**src/rtl/hitdet_pkg.sv**
```systemverilog
package hitdet_pkg;
  localparam int FRAC_W = 4;

  typedef enum logic {
    TRIG_ARMED = 1'b0,
    TRIG_PULSE = 1'b1
  } trig_state_e;
endpackage

```
**src/rtl/hitdet_baseline.sv**
```systemverilog
module hitdet_baseline #(
  parameter int SAMPLE_W = 12,
  parameter int BL_SHIFT = 4
) (
  input  logic                clk,
  input  logic                rst_n,
  input  logic                smp_valid,
  input  logic [SAMPLE_W-1:0] smp_data,
  input  logic                upd_en,
  output logic [SAMPLE_W-1:0] bl,
  output logic                bl_ok
);
  localparam int ACC_W = SAMPLE_W + BL_SHIFT;

  logic [ACC_W-1:0] acc;
  logic [ACC_W:0]   acc_nxt;

  assign bl = acc[ACC_W-1:BL_SHIFT];

  // acc never drops below its own integer part, so the sum stays positive
  always_comb acc_nxt = {1'b0, acc} + (ACC_W+1)'(smp_data) - (ACC_W+1)'(bl);

  always_ff @(posedge clk) begin
    if (!rst_n) begin
      acc   <= '0;
      bl_ok <= 1'b0;
    end else if (smp_valid) begin
      if (!bl_ok) begin
        acc   <= {smp_data, {BL_SHIFT{1'b0}}};
        bl_ok <= 1'b1;
      end else if (upd_en) begin
        acc <= acc_nxt[ACC_W-1:0];
      end
    end
  end

  p_bl_frozen_r2: assert property (@(posedge clk) disable iff (!rst_n)
    (bl_ok && !(smp_valid && upd_en)) |=> $stable(bl));

  p_bl_rises_toward_r2: assert property (@(posedge clk) disable iff (!rst_n)
    (bl_ok && smp_valid && upd_en && (smp_data > bl)) |=> (bl >= $past(bl)));
endmodule

```
**src/rtl/hitdet_trigger.sv**
```systemverilog
module hitdet_trigger
  import hitdet_pkg::*;
#(
  parameter int SAMPLE_W = 12,
  parameter int TS_W     = 16
) (
  input  logic                       clk,
  input  logic                       rst_n,
  input  logic                       smp_valid,
  input  logic                       bl_ok,
  input  logic signed [SAMPLE_W+1:0] diff,
  input  logic [TS_W-1:0]            smp_idx,
  input  logic                       cfg_peak_mode,
  input  logic [SAMPLE_W-1:0]        cfg_threshold,
  input  logic [SAMPLE_W-1:0]        cfg_hysteresis,
  output logic                       upd_en,
  output logic                       ev_valid,
  output logic [SAMPLE_W+1:0]        ev_num,
  output logic [SAMPLE_W+1:0]        ev_den,
  output logic [TS_W-1:0]            ev_coarse,
  output logic [SAMPLE_W-1:0]        ev_amp
);
  localparam int DW = SAMPLE_W + 2;

  trig_state_e          state;
  logic signed [DW-1:0] d_prev;
  logic signed [DW-1:0] thr_s, rearm_lvl;
  logic [DW-1:0]        num_now, den_now;
  logic [DW-1:0]        cr_num, cr_den;
  logic [TS_W-1:0]      cr_coarse;
  logic [SAMPLE_W-1:0]  pk;
  logic                 above, under_rearm, take;

  assign thr_s       = $signed({2'b00, cfg_threshold});
  assign rearm_lvl   = thr_s - $signed({2'b00, cfg_hysteresis});
  assign above       = diff >= thr_s;
  assign under_rearm = diff < rearm_lvl;
  assign num_now     = thr_s - d_prev;
  assign den_now     = diff - d_prev;
  assign take        = smp_valid && bl_ok;
  assign upd_en      = take && (state == TRIG_ARMED) && !above;

  always_ff @(posedge clk) begin
    if (!rst_n) begin
      state     <= TRIG_ARMED;
      d_prev    <= '0;
      cr_num    <= '0;
      cr_den    <= '0;
      cr_coarse <= '0;
      pk        <= '0;
      ev_valid  <= 1'b0;
      ev_num    <= '0;
      ev_den    <= '0;
      ev_coarse <= '0;
      ev_amp    <= '0;
    end else begin
      ev_valid <= 1'b0;
      if (take) begin
        d_prev <= diff;
        unique case (state)
          TRIG_ARMED: if (above) begin
            state     <= TRIG_PULSE;
            cr_num    <= num_now;
            cr_den    <= den_now;
            cr_coarse <= smp_idx - TS_W'(1);
            pk        <= diff[SAMPLE_W-1:0];
            if (!cfg_peak_mode) begin
              ev_valid  <= 1'b1;
              ev_num    <= num_now;
              ev_den    <= den_now;
              ev_coarse <= smp_idx - TS_W'(1);
              ev_amp    <= diff[SAMPLE_W-1:0];
            end
          end
          TRIG_PULSE: if (under_rearm) begin
            state <= TRIG_ARMED;
            if (cfg_peak_mode) begin
              ev_valid  <= 1'b1;
              ev_num    <= cr_num;
              ev_den    <= cr_den;
              ev_coarse <= cr_coarse;
              ev_amp    <= pk;
            end
          end else if (diff > $signed({2'b00, pk})) begin
            pk <= diff[SAMPLE_W-1:0];
          end
          default: state <= TRIG_ARMED;
        endcase
      end else if (smp_valid) begin
        d_prev <= '0;
      end
    end
  end

  p_event_needs_sample_r1: assert property (@(posedge clk) disable iff (!rst_n)
    ev_valid |-> $past(smp_valid));

  p_no_back_to_back_r6: assert property (@(posedge clk) disable iff (!rst_n)
    ev_valid |=> !ev_valid);

  p_amp_reaches_thr_r4: assert property (@(posedge clk) disable iff (!rst_n)
    ev_valid |-> (ev_amp >= cfg_threshold));

  p_interp_ordered_r5: assert property (@(posedge clk) disable iff (!rst_n)
    ev_valid |-> ((ev_num != '0) && (ev_num <= ev_den)));
endmodule

```
**src/rtl/hitdet_finetime.sv**
```systemverilog
module hitdet_finetime #(
  parameter int NW     = 14,
  parameter int FRAC_W = 4
) (
  input  logic [NW-1:0]   num,
  input  logic [NW-1:0]   den,
  output logic [FRAC_W:0] q
);
  logic [NW:0]       rem;
  logic [FRAC_W-1:0] frac;

  always_comb begin
    rem  = {1'b0, num};
    frac = '0;
    for (int i = FRAC_W - 1; i >= 0; i--) begin
      rem = rem << 1;
      if (rem >= {1'b0, den}) begin
        frac[i] = 1'b1;
        rem     = rem - {1'b0, den};
      end
    end
    q = (num >= den) ? (FRAC_W+1)'(1 << FRAC_W) : {1'b0, frac};
  end

  // quotient brackets num*2^FRAC_W / den from below
  always_comb begin
    if (den != '0 && num <= den) begin
      a_fine_bracket_r5: assert ((64'(q) * 64'(den) <= (64'(num) << FRAC_W)) &&
                                 ((64'(q) + 64'd1) * 64'(den) > (64'(num) << FRAC_W)))
        else $error("fine time out of bracket");
    end
  end
endmodule

```
**src/rtl/hitdet_fifo.sv**
```systemverilog
module hitdet_fifo #(
  parameter int WIDTH = 32,
  parameter int DEPTH = 4
) (
  input  logic             clk,
  input  logic             rst_n,
  input  logic             wr_en,
  input  logic [WIDTH-1:0] wr_data,
  output logic             full,
  output logic             rd_valid,
  input  logic             rd_ready,
  output logic [WIDTH-1:0] rd_data
);
  localparam int AW = $clog2(DEPTH);

  logic [WIDTH-1:0] mem [DEPTH];
  logic [AW-1:0]    wp, rp;
  logic [AW:0]      cnt;
  logic             pop;

  assign full     = cnt == (AW+1)'(DEPTH);
  assign rd_valid = cnt != '0;
  assign rd_data  = mem[rp];
  assign pop      = rd_valid && rd_ready;

  always_ff @(posedge clk) begin
    if (wr_en) mem[wp] <= wr_data;
  end

  always_ff @(posedge clk) begin
    if (!rst_n) begin
      wp  <= '0;
      rp  <= '0;
      cnt <= '0;
    end else begin
      if (wr_en) wp <= (wp == AW'(DEPTH - 1)) ? '0 : wp + AW'(1);
      if (pop)   rp <= (rp == AW'(DEPTH - 1)) ? '0 : rp + AW'(1);
      cnt <= cnt + (AW+1)'(wr_en) - (AW+1)'(pop);
    end
  end

  p_hold_under_stall_r7: assert property (@(posedge clk) disable iff (!rst_n)
    (rd_valid && !rd_ready) |=> (rd_valid && $stable(rd_data)));

  p_no_write_full_r8: assert property (@(posedge clk) disable iff (!rst_n)
    wr_en |-> !full);

  p_depth_bound_r8: assert property (@(posedge clk) disable iff (!rst_n)
    cnt <= (AW+1)'(DEPTH));
endmodule

```
**src/rtl/selftrig_hit_detector.sv**
```systemverilog
module selftrig_hit_detector
  import hitdet_pkg::*;
#(
  parameter int SAMPLE_W   = 12,
  parameter int TS_W       = 16,
  parameter int BL_SHIFT   = 4,
  parameter int FIFO_DEPTH = 4,
  parameter int LOST_W     = 8
) (
  input  logic                     clk,
  input  logic                     rst_n,
  input  logic                     cfg_peak_mode,
  input  logic [SAMPLE_W-1:0]      cfg_threshold,
  input  logic [SAMPLE_W-1:0]      cfg_hysteresis,
  input  logic                     smp_valid,
  input  logic [SAMPLE_W-1:0]      smp_data,
  output logic                     hit_valid,
  input  logic                     hit_ready,
  output logic [TS_W+FRAC_W-1:0]   hit_time,
  output logic [SAMPLE_W-1:0]      hit_amp,
  output logic [LOST_W-1:0]        hit_lost
);
  localparam int DW     = SAMPLE_W + 2;
  localparam int TIME_W = TS_W + FRAC_W;
  localparam int REC_W  = LOST_W + SAMPLE_W + TIME_W;

  logic [TS_W-1:0]      smp_idx;
  logic [SAMPLE_W-1:0]  bl;
  logic                 bl_ok, upd_en;
  logic signed [DW-1:0] diff;
  logic                 ev_valid;
  logic [DW-1:0]        ev_num, ev_den;
  logic [TS_W-1:0]      ev_coarse;
  logic [SAMPLE_W-1:0]  ev_amp;
  logic [FRAC_W:0]      q;
  logic [TIME_W-1:0]    ev_time;
  logic [LOST_W-1:0]    lost;
  logic                 fifo_full, push;
  logic [REC_W-1:0]     rec_in, rec_out;

  always_ff @(posedge clk) begin
    if (!rst_n)         smp_idx <= '0;
    else if (smp_valid) smp_idx <= smp_idx + TS_W'(1);
  end

  assign diff = $signed({2'b00, smp_data}) - $signed({2'b00, bl});

  hitdet_baseline #(.SAMPLE_W(SAMPLE_W), .BL_SHIFT(BL_SHIFT)) u_baseline (
    .clk(clk), .rst_n(rst_n), .smp_valid(smp_valid), .smp_data(smp_data),
    .upd_en(upd_en), .bl(bl), .bl_ok(bl_ok)
  );

  hitdet_trigger #(.SAMPLE_W(SAMPLE_W), .TS_W(TS_W)) u_trigger (
    .clk(clk), .rst_n(rst_n), .smp_valid(smp_valid), .bl_ok(bl_ok),
    .diff(diff), .smp_idx(smp_idx), .cfg_peak_mode(cfg_peak_mode),
    .cfg_threshold(cfg_threshold), .cfg_hysteresis(cfg_hysteresis),
    .upd_en(upd_en), .ev_valid(ev_valid), .ev_num(ev_num), .ev_den(ev_den),
    .ev_coarse(ev_coarse), .ev_amp(ev_amp)
  );

  hitdet_finetime #(.NW(DW), .FRAC_W(FRAC_W)) u_finetime (
    .num(ev_num), .den(ev_den), .q(q)
  );

  assign ev_time = {ev_coarse, {FRAC_W{1'b0}}} + TIME_W'(q);
  assign push    = ev_valid && !fifo_full;
  assign rec_in  = {lost, ev_amp, ev_time};

  always_ff @(posedge clk) begin
    if (!rst_n) lost <= '0;
    else if (ev_valid) begin
      if (!fifo_full)    lost <= '0;
      else if (lost != '1) lost <= lost + LOST_W'(1);
    end
  end

  hitdet_fifo #(.WIDTH(REC_W), .DEPTH(FIFO_DEPTH)) u_fifo (
    .clk(clk), .rst_n(rst_n), .wr_en(push), .wr_data(rec_in), .full(fifo_full),
    .rd_valid(hit_valid), .rd_ready(hit_ready), .rd_data(rec_out)
  );

  assign {hit_lost, hit_amp, hit_time} = rec_out;
endmodule

```
**config.mk**
```make
export PLATFORM = sky130hd
export DESIGN_NAME = selftrig_hit_detector
export DESIGN_NICKNAME = d
export VERILOG_FILES = /design/src/rtl/hitdet_pkg.sv /design/src/rtl/hitdet_baseline.sv /design/src/rtl/hitdet_trigger.sv /design/src/rtl/hitdet_finetime.sv /design/src/rtl/hitdet_fifo.sv /design/src/rtl/selftrig_hit_detector.sv
export SDC_FILE = /design/constraint.sdc
export NUM_CORES = 1
export LEC_CHECK = 0
export BUFFER_PORTS_ARGS = -buffer_cell sky130_fd_sc_hd__buf_4
export CORE_ASPECT_RATIO = 1.1
export CORE_MARGIN = 2
export CORE_UTILIZATION = 50
export CTS_CLUSTER_DIAMETER = 30
export DETAILED_ROUTE_END_ITERATION = 8
export PLACE_DENSITY = 0.69
export SKIP_CTS_REPAIR_TIMING = 1
export SLEW_MARGIN = 20
export SYNTH_ARGS = -nofsm -noshare
export SYNTH_HDL_FRONTEND = slang
export SYNTH_SLANG_ARGS = --single-unit
```
**constraint.sdc**
```tcl
create_clock -name clk -period 8.1 [get_ports clk]
set_clock_uncertainty 0.15 [all_clocks]
set_input_delay 0.81 -clock clk [delete_from_list [all_inputs] [get_ports clk]]
set_output_delay 0.81 -clock clk [all_outputs]
set_load 0.005 [all_outputs]
```
==> impl_metrics.py, run 1 <==
metrics = {
    "drt": {
        "viasPerCell": 5.66,
        "firstDrtPassIters": 5,
        "drtIter0Drc": 954,
        "vias": 15700,
        "drc": 0,
        "post_drt_wl_per_cell_um": 17.7,
        "detail-route-antenna-nets": 0,
        "totalWireLength_um": 49000,
    },
    "yosys": {
        "synth.cell_area_sq_um": 20400,
        "synthTopCellsByArea": "sky130_fd_sc_hd__edfxtp_1 (24%), sky130_fd_sc_hd__dfxtp_1 (17%), sky130_fd_sc_hd__ha_1 (11%), sky130_fd_sc_hd__mux4_2 (4.4%), sky130_fd_sc_hd__nor2_1 (3.9%)",
        "yosysUniqueCellTypes": 80,
        "synth.ff_latch_count": 337,
        "synth_sequential_area_ratio_pct": 40.9,
        "synthCells": 2034,
        "synth.area.mux_share_pct": 9.51,
        "share_of_the_synthesized_area_in_compound_gates_ao_oa_aoi_oai_pct": 13.9,
        "post_synth_xor_area_fraction_pct": 5.63,
        "synthArstFlopShare_pct": 0,
        "number_of_synthesized_flops_with_an_enable_pin": 160,
        "synth_ff_type": "sky130_fd_sc_hd__dfxtp_1",
        "synth_top_family_by_area": "compound AO/OA/AOI/OAI gates",
        "synthSimpleGateAreaFrac_pct": 12.6,
        "synthesis.area_per_instance_sq_um": 10.0,
        "syn-num-nets": 2273,
        "yosysTopAreaCellShare_pct": 23.6,
        "arithmetic_cell_share_of_the_synthesized_area_counting_full_adders_half_adders_and_majority_gates_pct": 12.8,
        "synth_largest_area_cell": "sky130_fd_sc_hd__edfxtp_1",
        "ys.warnings.count": 0,
    },
    "hold_path": {
        "timing.hold.worst.class": "flip-flop to flip-flop",
        "hold-path-cell-count": 2,
    },
    "sta": {
        "finalHoldViolCount": 0,
        "measured_slew_at_the_worst_slew_check_pin_ns": 1.23,
        "timing.final.max_slew_violations": 0,
        "setup_viol_count_final": 0,
        "max-slew-margin-rel_pct": 17.3,
        "finalSetupTns_ns": 0,
        "min_period_over_period_pct": 97.5,
        "max_clock_freq_mhz": 127,
        "layout_min_cycle_time_ns": 7.90,
    },
    "critical_path": {
        "worstSetupEndpoint": "u_fifo.mem[2][0]",
        "crit_start": "u_trigger.ev_num[0]",
        "timing.rr.end": "u_fifo.mem[2][0]",
        "end_kind": "flip-flop",
        "ff2ff_setup_slack_ns": 0.20,
        "startpoint_type": "flip-flop",
        "r2r_cells": 35,
        "cp_data_arrival_time_ns": 8.08,
        "critical_path.slowest_cell": "sky130_fd_sc_hd__a311o_1",
        "critical_path_class": "flip-flop to flip-flop",
        "timing.critical_path.fanout_max": 8,
        "cp.required_ns": 8.29,
        "timing.rr.start": "u_trigger.ev_num[0]",
        "cpPeakStageDelay_ns": 0.39,
    },
    "pwr": {
        "p_clk_share_pct": 21.7,
        "finalPower_mw": 11.8,
        "switchingPower_mw": 4.59,
        "cellLeakagePower_nw": 10.2,
        "internal_power_mw": 7.19,
        "power.sequential.fraction_pct": 16.6,
        "combinationalPowerShare_pct": 61.7,
        "max-vdd-ir-drop_mv": 0.540,
        "power_per_unit_of_standard_cell_area_nw_per_um2": 478,
        "power.share.switching_pct": 39.0,
    },
    "clock_tree": {
        "path_clk_slew_ns": 0.05,
        "cts-htree-levels": 2,
        "cts_root_buffer": "sky130_fd_sc_hd__clkbuf_16",
        "tritoncts_num_sinks": 337,
        "ctsLongestPathBuffers": 3,
        "numCtsBuffers": 61,
        "clock_tree_from_tritoncts": "yes",
        "clk_latency_ns": 0.60,
    },
    "die": {
        "placeable_area_sq_um": 40200,
        "io-pin-count": 82,
        "core.rowCount": 77,
        "start_util_pct": 50.8,
        "floorplan.die_area_sq_um": 42400,
        "floorplan_die_width_um": 197,
        "die_y_um": 216,
    },
    "cells_and_area": {
        "areaGrowthSynthToFinish_pct": 20.8,
        "drive_gt1_share_pct": 19.4,
        "final_net_count": 2447,
        "final_core_util_pct": 61.3,
        "final_cell_count_no_fill": 2774,
        "num_antenna_cells": 0,
    },
    "placement": {
        "dp.cells": 2641,
        "globalplace.congestion": 0.875,
        "io_buffers": 81,
        "dp.final_hpwl_um": 34200,
    },
    "global_route": {
        "pin_count_of_the_biggest_net_entering_global_routing": 78,
        "track_usage_pct": 23.2,
        "number_of_global_route_vias_before_repair": 15600,
        "gr-total-overflow": 0,
        "global_route_wire_length_before_repair_um": 79500,
        "antenna_found_initial": 0,
    },
    "job": {
        "max-cap-violations": 0,
    },
    "run_status": {
        "status": "finished, final reports clean",
    },
}
-- routing by layer --
metal,global-route usage [%],vias up,share of wire (%)
met2,39.5,375,49
met4,6.59,0,2.4
met1,31.0,7519,45
met5,0,-,0
met3,3.14,90,4.1
li1,-,7711,-
-- worst min path at each step --
stage	endpoint	start	slack, ns
final	u_trigger.cr_den[8]	u_trigger.cr_den[8]	0.31
after global placement	u_trigger.cr_den[8]	u_trigger.cr_den[8]	0.30
after detailed placement	u_trigger.cr_den[8]	u_trigger.cr_den[8]	0.30
after CTS	u_trigger.ev_num[11]	u_trigger.cr_num[11]	0.31
after global routing	u_trigger.ev_num[11]	u_trigger.cr_num[11]	0.33
after floorplan	u_trigger.cr_den[8]	u_trigger.cr_den[8]	0.29
-- Yosys cell counts (all sizes together) (16+ instances only) --
library cell and instances:
nand2b 20, inv 165, a21oi 127, nand4 16
nor3 43, mux4 40, nor2 210, a21o 48
xor2 57, fa 18, and3 24, ha 180
nor2b 19, xnor2 74, nand2 136, a211oi 57
dfxtp 177, o21ai 78, mux2i 73, clkbuf 58
buf 20, mux2 24, edfxtp 160, nand3 48
-- layout by cell type (no fill, tap or decap), types with 8 or more instances in the layout --
cell,Yosys,final
sky130_fd_sc_hd__and3_1,23,19
sky130_fd_sc_hd__nand4_1,16,16
sky130_fd_sc_hd__ha_4,0,9
sky130_fd_sc_hd__nor3_1,42,39
sky130_fd_sc_hd__o21ai_0,74,67
sky130_fd_sc_hd__mux2_2,13,13
sky130_fd_sc_hd__mux4_2,40,40
sky130_fd_sc_hd__nand2_1,134,133
sky130_fd_sc_hd__o31ai_1,9,9
sky130_fd_sc_hd__or3_1,12,12
sky130_fd_sc_hd__o21bai_1,12,11
sky130_fd_sc_hd__o211ai_1,10,10
sky130_fd_sc_hd__a311oi_1,14,14
sky130_fd_sc_hd__nor2b_1,19,17
sky130_fd_sc_hd__nand2b_1,20,20
sky130_fd_sc_hd__nor4_1,10,8
sky130_fd_sc_hd__buf_4,2,182
sky130_fd_sc_hd__mux2i_1,73,73
sky130_fd_sc_hd__xnor2_1,74,74
sky130_fd_sc_hd__nand3_1,48,47
sky130_fd_sc_hd__dfxtp_1,177,173
sky130_fd_sc_hd__fa_1,18,17
sky130_fd_sc_hd__a21oi_1,124,116
sky130_fd_sc_hd__o21a_1,15,15
sky130_fd_sc_hd__a21oi_2,3,10
sky130_fd_sc_hd__clkbuf_1,58,8
sky130_fd_sc_hd__ha_1,180,166
sky130_fd_sc_hd__mux2_4,10,10
sky130_fd_sc_hd__a31oi_1,10,9
sky130_fd_sc_hd__a21o_1,46,46
sky130_fd_sc_hd__clkinv_2,0,9
sky130_fd_sc_hd__edfxtp_1,160,160
sky130_fd_sc_hd__inv_1,163,162
sky130_fd_sc_hd__clkbuf_16,0,61
sky130_fd_sc_hd__a211oi_1,57,53
sky130_fd_sc_hd__nor2_1,210,209
sky130_fd_sc_hd__xor2_1,57,57
-- area by class of cell --
cell class                 count  area [sq um]
sequential                   337          8360
inverter                     165           622
tap                          513           642
clock inverter                40           467
clock buffer                  76          1650
fill                        3239         15500
multi-input combinational   1454         11400
timing repair buffer         189          1460
-- power groups by stage --
stage	Sequential (mW)	Clock, mW	Combinational, mW
3_3_place_gp	1.98	0	6.37
5_1_grt	1.96	2.67	7.94
6_report	1.95	2.55	7.27
2_1_floorplan	1.95	0	4.56
4_1_cts	1.95	2.58	6.44
3_5_place_dp	1.99	0	6.39
-- worst max-delay path: cells and delay by family (launching register included) --
kind	cells	cell delay, ns
flip-flops	1	0.37
multiplexers	2	0.58
AO/OA/AOI/OAI	19	3.90
XOR/XNOR	1	0.08
AND/OR/NAND/NOR	7	1.17
adder cells (fa/ha/maj)	4	1.05
buffers and inverters	2	0.32
-- through the flow --
step	hold slack [ns]	cell area [sq um]	setup WS (ns)
final	0.306	24600	0.203
after global routing	0.327	24600	-0.121
after CTS	0.306	24200	-0.283
after detailed placement	0.301	22100	-0.263
after global placement	0.296	22100	-0.0393
after floorplan	0.286	20400	0.0341
-- logic make-up after synthesis --
logic type / Yosys count
DFF: 337
buffers and inverters: 243
AOI/OAI and AO/OA: 428
muxes: 137
xor gates and xnor gates: 131
and+or+nand+nor: 560
adders and majority gates: 198
-- flip-flops by register name, summed over array words and instances (netlist names), 2 cells and up, named ones only --
signal and count:
u_fifo.mem 160, smp_idx 16, u_baseline.acc 16, u_trigger.cr_coarse 16, u_trigger.ev_coarse 16, u_trigger.cr_den 14
u_trigger.cr_num 14, u_trigger.ev_den 14, u_trigger.ev_num 14, u_trigger.d_prev 13, u_trigger.ev_amp 12, u_trigger.pk 12
lost 8, u_fifo.cnt 3, u_fifo.rp 2, u_fifo.wp 2
No activity file was read; power rests on OpenSTA's default activity.
==> inputs of run 2 (changes only) <==
--- a/config.mk
+++ b/config.mk
@@ -6,12 +6,14 @@
 export NUM_CORES = 1
 export LEC_CHECK = 0
 export BUFFER_PORTS_ARGS = -buffer_cell sky130_fd_sc_hd__buf_4
+export CELL_PAD_IN_SITES_DETAIL_PLACEMENT = 1
+export CELL_PAD_IN_SITES_GLOBAL_PLACEMENT = 2
 export CORE_ASPECT_RATIO = 1.1
 export CORE_MARGIN = 2
-export CORE_UTILIZATION = 50
+export CORE_UTILIZATION = 37
 export CTS_CLUSTER_DIAMETER = 30
 export DETAILED_ROUTE_END_ITERATION = 8
-export PLACE_DENSITY = 0.69
+export PLACE_DENSITY_LB_ADDON = 0.1
 export SKIP_CTS_REPAIR_TIMING = 1
 export SLEW_MARGIN = 20
 export SYNTH_ARGS = -nofsm -noshare
==> run 2 against run 1 <==
Against the previous run: die area grew 34%; count of clock-buffer cells in the layout grew 29; global-route usage shrank 3.1 points; sequential cell count is the same; cell area grew 5.4%; final cell count grew 10%; clock power grew 40%; combinational power grew 1%; non-clock buffer count grew 18; critical path depth grew 1; critical path type unchanged; highest routed layer unchanged.
==> impl_metrics.py, run 2 (synthesis gave the netlist of run 1 again) <==
metrics = {
    "run_status": {
        "status": "finished, final reports clean",
    },
    "sta": {
        "hold_ws_ns": 0.304,
        "finalHoldViolCount": 0,
        "setup_viol_count_final": 0,
        "max-slew-margin-rel_pct": 30.6,
        "timing.final.ws_setup_ns": 0.318,
        "min_period_over_period_pct": 96.1,
        "layout_min_cycle_time_ns": 7.78,
        "measured_slew_at_the_worst_slew_check_pin_ns": 1.04,
        "timing.final.max_slew_violations": 0,
        "max_clock_freq_mhz": 128,
        "finalSetupTns_ns": 0,
    },
    "critical_path": {
        "startpoint_type": "flip-flop",
        "critical-path-top-delay-family": "compound AO/OA/AOI/OAI gates",
        "cp_num_buf_inv": 4,
        "cp_data_arrival_time_ns": 7.95,
        "critical_path.slowest_cell": "sky130_fd_sc_hd__or4_4",
        "critical_path_class": "flip-flop to flip-flop",
        "timing.critical_path.fanout_max": 6,
        "cpPeakStageDelay_ns": 0.57,
        "end_kind": "flip-flop",
        "cp.required_ns": 8.27,
    },
    "clock_tree": {
        "numCtsBuffers": 83,
        "cts_root_buffer": "sky130_fd_sc_hd__clkbuf_16",
        "cts-htree-levels": 3,
        "clk_latency_ns": 0.61,
        "clock_tree_from_tritoncts": "yes",
        "path_clk_slew_ns": 0.05,
        "ctsLongestPathBuffers": 3,
        "tritoncts_num_sinks": 337,
    },
    "pwr": {
        "power.share.switching_pct": 37.5,
        "finalPower_mw": 12.9,
        "max-vdd-ir-drop_mv": 0.569,
        "combinationalPowerShare_pct": 57.2,
        "cellLeakagePower_nw": 10.8,
        "power_per_unit_of_standard_cell_area_nw_per_um2": 496,
        "internal_power_mw": 8.04,
        "switchingPower_mw": 4.82,
        "p_clk_share_pct": 27.7,
        "power.sequential.fraction_pct": 15.1,
    },
    "drt": {
        "vias": 15700,
        "drc": 0,
        "post_drt_wl_per_cell_um": 18.7,
        "drtIter0Drc": 652,
        "totalWireLength_um": 57200,
        "viasPerCell": 5.14,
        "firstDrtPassIters": 4,
        "detail-route-antenna-nets": 0,
    },
    "cells_and_area": {
        "layout_common_cells": "sky130_fd_sc_hd__nor2_1 (209), sky130_fd_sc_hd__buf_4 (200), sky130_fd_sc_hd__dfxtp_1 (173)",
        "areaGrowthSynthToFinish_pct": 27.3,
        "final_net_count": 2487,
        "largest_register_ff_count": 160,
        "final_cell_count_no_fill": 3051,
        "num_antenna_cells": 0,
        "layout_commonest_cell": "sky130_fd_sc_hd__nor2_1",
        "largest_register": "u_fifo.mem",
        "drive_gt1_share_pct": 21.2,
    },
    "job": {
        "max-cap-violations": 0,
    },
    "die": {
        "floorplan.die_area_sq_um": 57000,
        "die_y_um": 250,
        "floorplan_die_width_um": 228,
        "core.rowCount": 90,
        "start_util_pct": 37.3,
        "io-pin-count": 82,
        "placeable_area_sq_um": 54600,
    },
    "placement": {
        "place_worst_setup_slack_ns": -0.0428,
        "dp.cells": 2880,
        "globalplace.congestion": 0.863,
        "dp.final_hpwl_um": 41200,
        "io_buffers": 81,
    },
    "global_route": {
        "track_usage_pct": 20.1,
        "number_of_global_route_vias_before_repair": 17000,
        "pin_count_of_the_biggest_net_entering_global_routing": 81,
        "antenna_found_initial": 0,
        "global_route_wire_length_before_repair_um": 91600,
        "gr-total-overflow": 0,
    },
    "hold_path": {
        "timing.hold.worst.class": "flip-flop to flip-flop",
    },
}
run 2: worst register-to-register path, delay by kind of cell (launching register included):
family | cells | cell delay [ns]
compound gates | 16 | 2.86
buf+inv | 4 | 0.47
mux | 2 | 0.62
flops | 1 | 0.33
fa+ha+maj | 4 | 1.24
xor+xnor | 1 | 0.15
simple gates | 9 | 1.69
run 2: final cells by class:
type	instances	area, sq um
clock buffers	105	2300
multi-input cells	1454	11400
fillers	5973	28700
repair buffers	207	1590
inverters	165	622
well taps	736	921
flip-flops and latches	337	8360
clock inverters	47	778
run 2: power by group through the flow:
stage,Combinational (mW),Sequential (mW),Clock [mW]
global placement,6.51,1.97,0
CTS,6.60,1.94,3.64
detailed placement,6.55,1.97,0
floorplan,4.56,1.95,0
finish,7.35,1.94,3.57
global route,8.16,1.95,3.73
run 2: worst paths after layout:
kind	start	end	slack, ns	cells past startpoint
min reg2reg	u_trigger.cr_num[13]	u_trigger.cr_num[13]	0.30	2
max	u_trigger.ev_den[1]	u_fifo.mem[2][0]	0.32	36
max reg2reg	u_trigger.ev_den[1]	u_fifo.mem[2][0]	0.32	36
min	u_trigger.cr_num[13]	u_trigger.cr_num[13]	0.30	2
run 2: through the flow:
stage	instance area, sq um	util, %
2_1_floorplan	20400	-
3_3_place_gp	22500	41.2
3_5_place_dp	22500	41.2
4_1_cts	25600	46.8
5_1_grt	26000	47.5
6_report	26000	47.5
run 2: per-layer routing:
metal	track usage [%]	up-vias	wire, um
met3	2.89	76	1850
met4	6.13	0	1120
li1	-	7783	-
met1	26.0	7631	26500
met2	34.6	205	27700
met5	0	-	0
==> inputs of run 3 (changes only) <==
--- a/config.mk
+++ b/config.mk
@@ -14,6 +14,7 @@
 export CTS_CLUSTER_DIAMETER = 30
 export DETAILED_ROUTE_END_ITERATION = 8
 export PLACE_DENSITY_LB_ADDON = 0.1
+export RECOVER_POWER = 100
 export SKIP_CTS_REPAIR_TIMING = 1
 export SLEW_MARGIN = 20
 export SYNTH_ARGS = -nofsm -noshare
==> run 3 against run 2 <==
Against the previous run: the run now ends with capacitance limit, slew limit left; sequential cell count did not move; via count grew 0.24%; die area unchanged; clock power is essentially flat; sequential power barely moved; largest cell class unchanged.
==> impl_metrics.py, run 3 (synthesis gave the netlist of run 1 again) <==
metrics = {
    "sta": {
        "min_period_over_period_pct": 96.1,
        "max_clock_freq_mhz": 129,
        "setup_viol_count_final": 0,
        "timing.final.ws_setup_ns": 0.319,
        "measured_slew_at_the_worst_slew_check_pin_ns": 3.54,
        "hold_ws_ns": 0.304,
        "max-slew-margin-rel_pct": -136,
        "timing.final.max_slew_violations": 305,
        "finalSetupTns_ns": 0,
        "layout_min_cycle_time_ns": 7.78,
        "finalHoldViolCount": 0,
    },
    "die": {
        "start_util_pct": 37.3,
        "floorplan.die_area_sq_um": 57000,
        "io-pin-count": 82,
        "core.rowCount": 90,
        "die_y_um": 250,
        "floorplan_die_width_um": 228,
        "placeable_area_sq_um": 54600,
    },
    "cells_and_area": {
        "largest_register_ff_count": 160,
        "areaGrowthSynthToFinish_pct": 26.9,
        "layout_common_cells": "sky130_fd_sc_hd__nor2_1 (209), sky130_fd_sc_hd__dfxtp_1 (173), sky130_fd_sc_hd__ha_1 (172)",
        "layout.area.seq_sq_um": 8360,
        "num_antenna_cells": 0,
        "multi_input_area_sq_um": 11400,
        "final_net_count": 2487,
        "largest_register": "u_fifo.mem",
        "layout.filler_cells": 5988,
        "drive_gt1_share_pct": 20.3,
        "layout_commonest_cell": "sky130_fd_sc_hd__nor2_1",
        "layout.cell_area.non_filler_sq_um": 25900,
    },
    "global_route": {
        "global_route_wire_length_before_repair_um": 91600,
        "gr-total-overflow": 0,
        "pin_count_of_the_biggest_net_entering_global_routing": 81,
        "antenna_found_initial": 0,
        "number_of_global_route_vias_before_repair": 17000,
        "track_usage_pct": 20.1,
    },
    "critical_path": {
        "worstSetupEndpoint": "u_fifo.mem[1][0]",
        "ff2ff_setup_slack_ns": 0.32,
        "cp.required_ns": 8.28,
        "startpoint_type": "flip-flop",
        "r2r_cells": 36,
        "critical_path.slowest_cell": "sky130_fd_sc_hd__or4_4",
        "timing.rr.start": "u_trigger.ev_den[1]",
        "timing.rr.end": "u_fifo.mem[1][0]",
        "cp_data_arrival_time_ns": 7.96,
        "critical_path_class": "flip-flop to flip-flop",
        "timing.critical_path.fanout_max": 6,
        "end_kind": "flip-flop",
        "crit_start": "u_trigger.ev_den[1]",
        "cpPeakStageDelay_ns": 0.57,
    },
    "clock_tree": {
        "numCtsBuffers": 83,
        "ctsLongestPathBuffers": 3,
        "clock_tree_from_tritoncts": "yes",
        "tritoncts_num_sinks": 337,
        "cts-htree-levels": 3,
        "path_clk_slew_ns": 0.05,
        "cts_root_buffer": "sky130_fd_sc_hd__clkbuf_16",
        "clk_latency_ns": 0.62,
    },
    "drt": {
        "firstDrtPassIters": 4,
        "post_drt_wl_per_cell_um": 18.8,
        "viasPerCell": 5.16,
        "totalWireLength_um": 57300,
        "vias": 15700,
        "drtIter0Drc": 670,
        "detail-route-antenna-nets": 0,
        "drc": 0,
    },
    "run_status": {
        "status": "finished, violations left",
        "violations": "capacitance limit, slew limit",
    },
    "pwr": {
        "power.share.switching_pct": 37.5,
        "max-vdd-ir-drop_mv": 0.569,
        "power.sequential.fraction_pct": 15.1,
        "p_clk_share_pct": 27.8,
        "internal_power_mw": 8.04,
        "power_per_unit_of_standard_cell_area_nw_per_um2": 497,
        "switchingPower_mw": 4.82,
        "combinationalPowerShare_pct": 57.1,
        "cellLeakagePower_nw": 10.7,
    },
    "placement": {
        "io_buffers": 81,
        "globalplace.congestion": 0.863,
        "dpl_cell_area_sq_um": 22500,
        "dp.final_hpwl_um": 41200,
        "place_worst_setup_slack_ns": -0.0428,
    },
    "hold_path": {
        "timing.hold.worst.class": "flip-flop to flip-flop",
    },
    "job": {
        "max-cap-violations": 7,
    },
}
==> run 3: critical path: cells and delay by family (launching register included) <==
family                   cells  cell delay (ns)
AO/OA/AOI/OAI               19             3.31
adder cells (fa/ha/maj)      4             1.14
flip-flops                   1             0.33
buffers and inverters        3             0.36
multiplexers                 2             0.62
AND/OR/NAND/NOR              8             1.59
==> run 3: stage by stage <==
step	power (mW)	cells	utilization (%)
finish	12.9	3051	47.4
global route	13.8	3051	47.4
CTS	12.2	3032	46.8
detailed placement	8.52	2880	41.2
global placement	8.48	2880	41.2
floorplan	6.50	2034	-
==> run 3: power groups by stage <==
stage	Combinational [mW]	Clock, mW	Sequential, mW
after floorplan	4.56	0	1.95
after global placement	6.51	0	1.97
after detailed placement	6.55	0	1.97
after CTS	6.60	3.64	1.94
after global routing	8.16	3.73	1.95
final	7.35	3.57	1.94
==> run 3: how the worst min path moves through the flow <==
| stage | from | to | slack [ns] | depth (start not counted) |
|---|---|---|---|---|
| floorplan | u_trigger.cr_den[8] | u_trigger.cr_den[8] | 0.29 | 2 |
| global placement | u_trigger.cr_den[8] | u_trigger.cr_den[8] | 0.29 | 2 |
| detailed placement | u_trigger.cr_num[13] | u_trigger.cr_num[13] | 0.30 | 2 |
| CTS | u_trigger.cr_num[13] | u_trigger.cr_num[13] | 0.31 | 2 |
| global route | u_trigger.cr_num[13] | u_trigger.cr_num[13] | 0.33 | 2 |
| finish | u_trigger.cr_num[13] | u_trigger.cr_num[13] | 0.30 | 2 |
==> run 3: final cells by class <==
cell class | count | share of cell area [%]
multi-input combinational | 1454 | 44.0
sequential | 337 | 32.3
clock buffer | 105 | 8.88
timing repair buffer | 207 | 5.89
tap | 736 | 3.56
clock inverter | 47 | 3.01
inverter | 165 | 2.40
==> run 3: routing by layer <==
metal | wire length [um] | up-vias | global-route usage (%)
li1 | - | 7783 | -
met1 | 26600 | 7670 | 26.0
met2 | 27800 | 199 | 34.6
met3 | 1700 | 81 | 2.89
met4 | 1170 | 0 | 6.13
met5 | 0 | - | 0
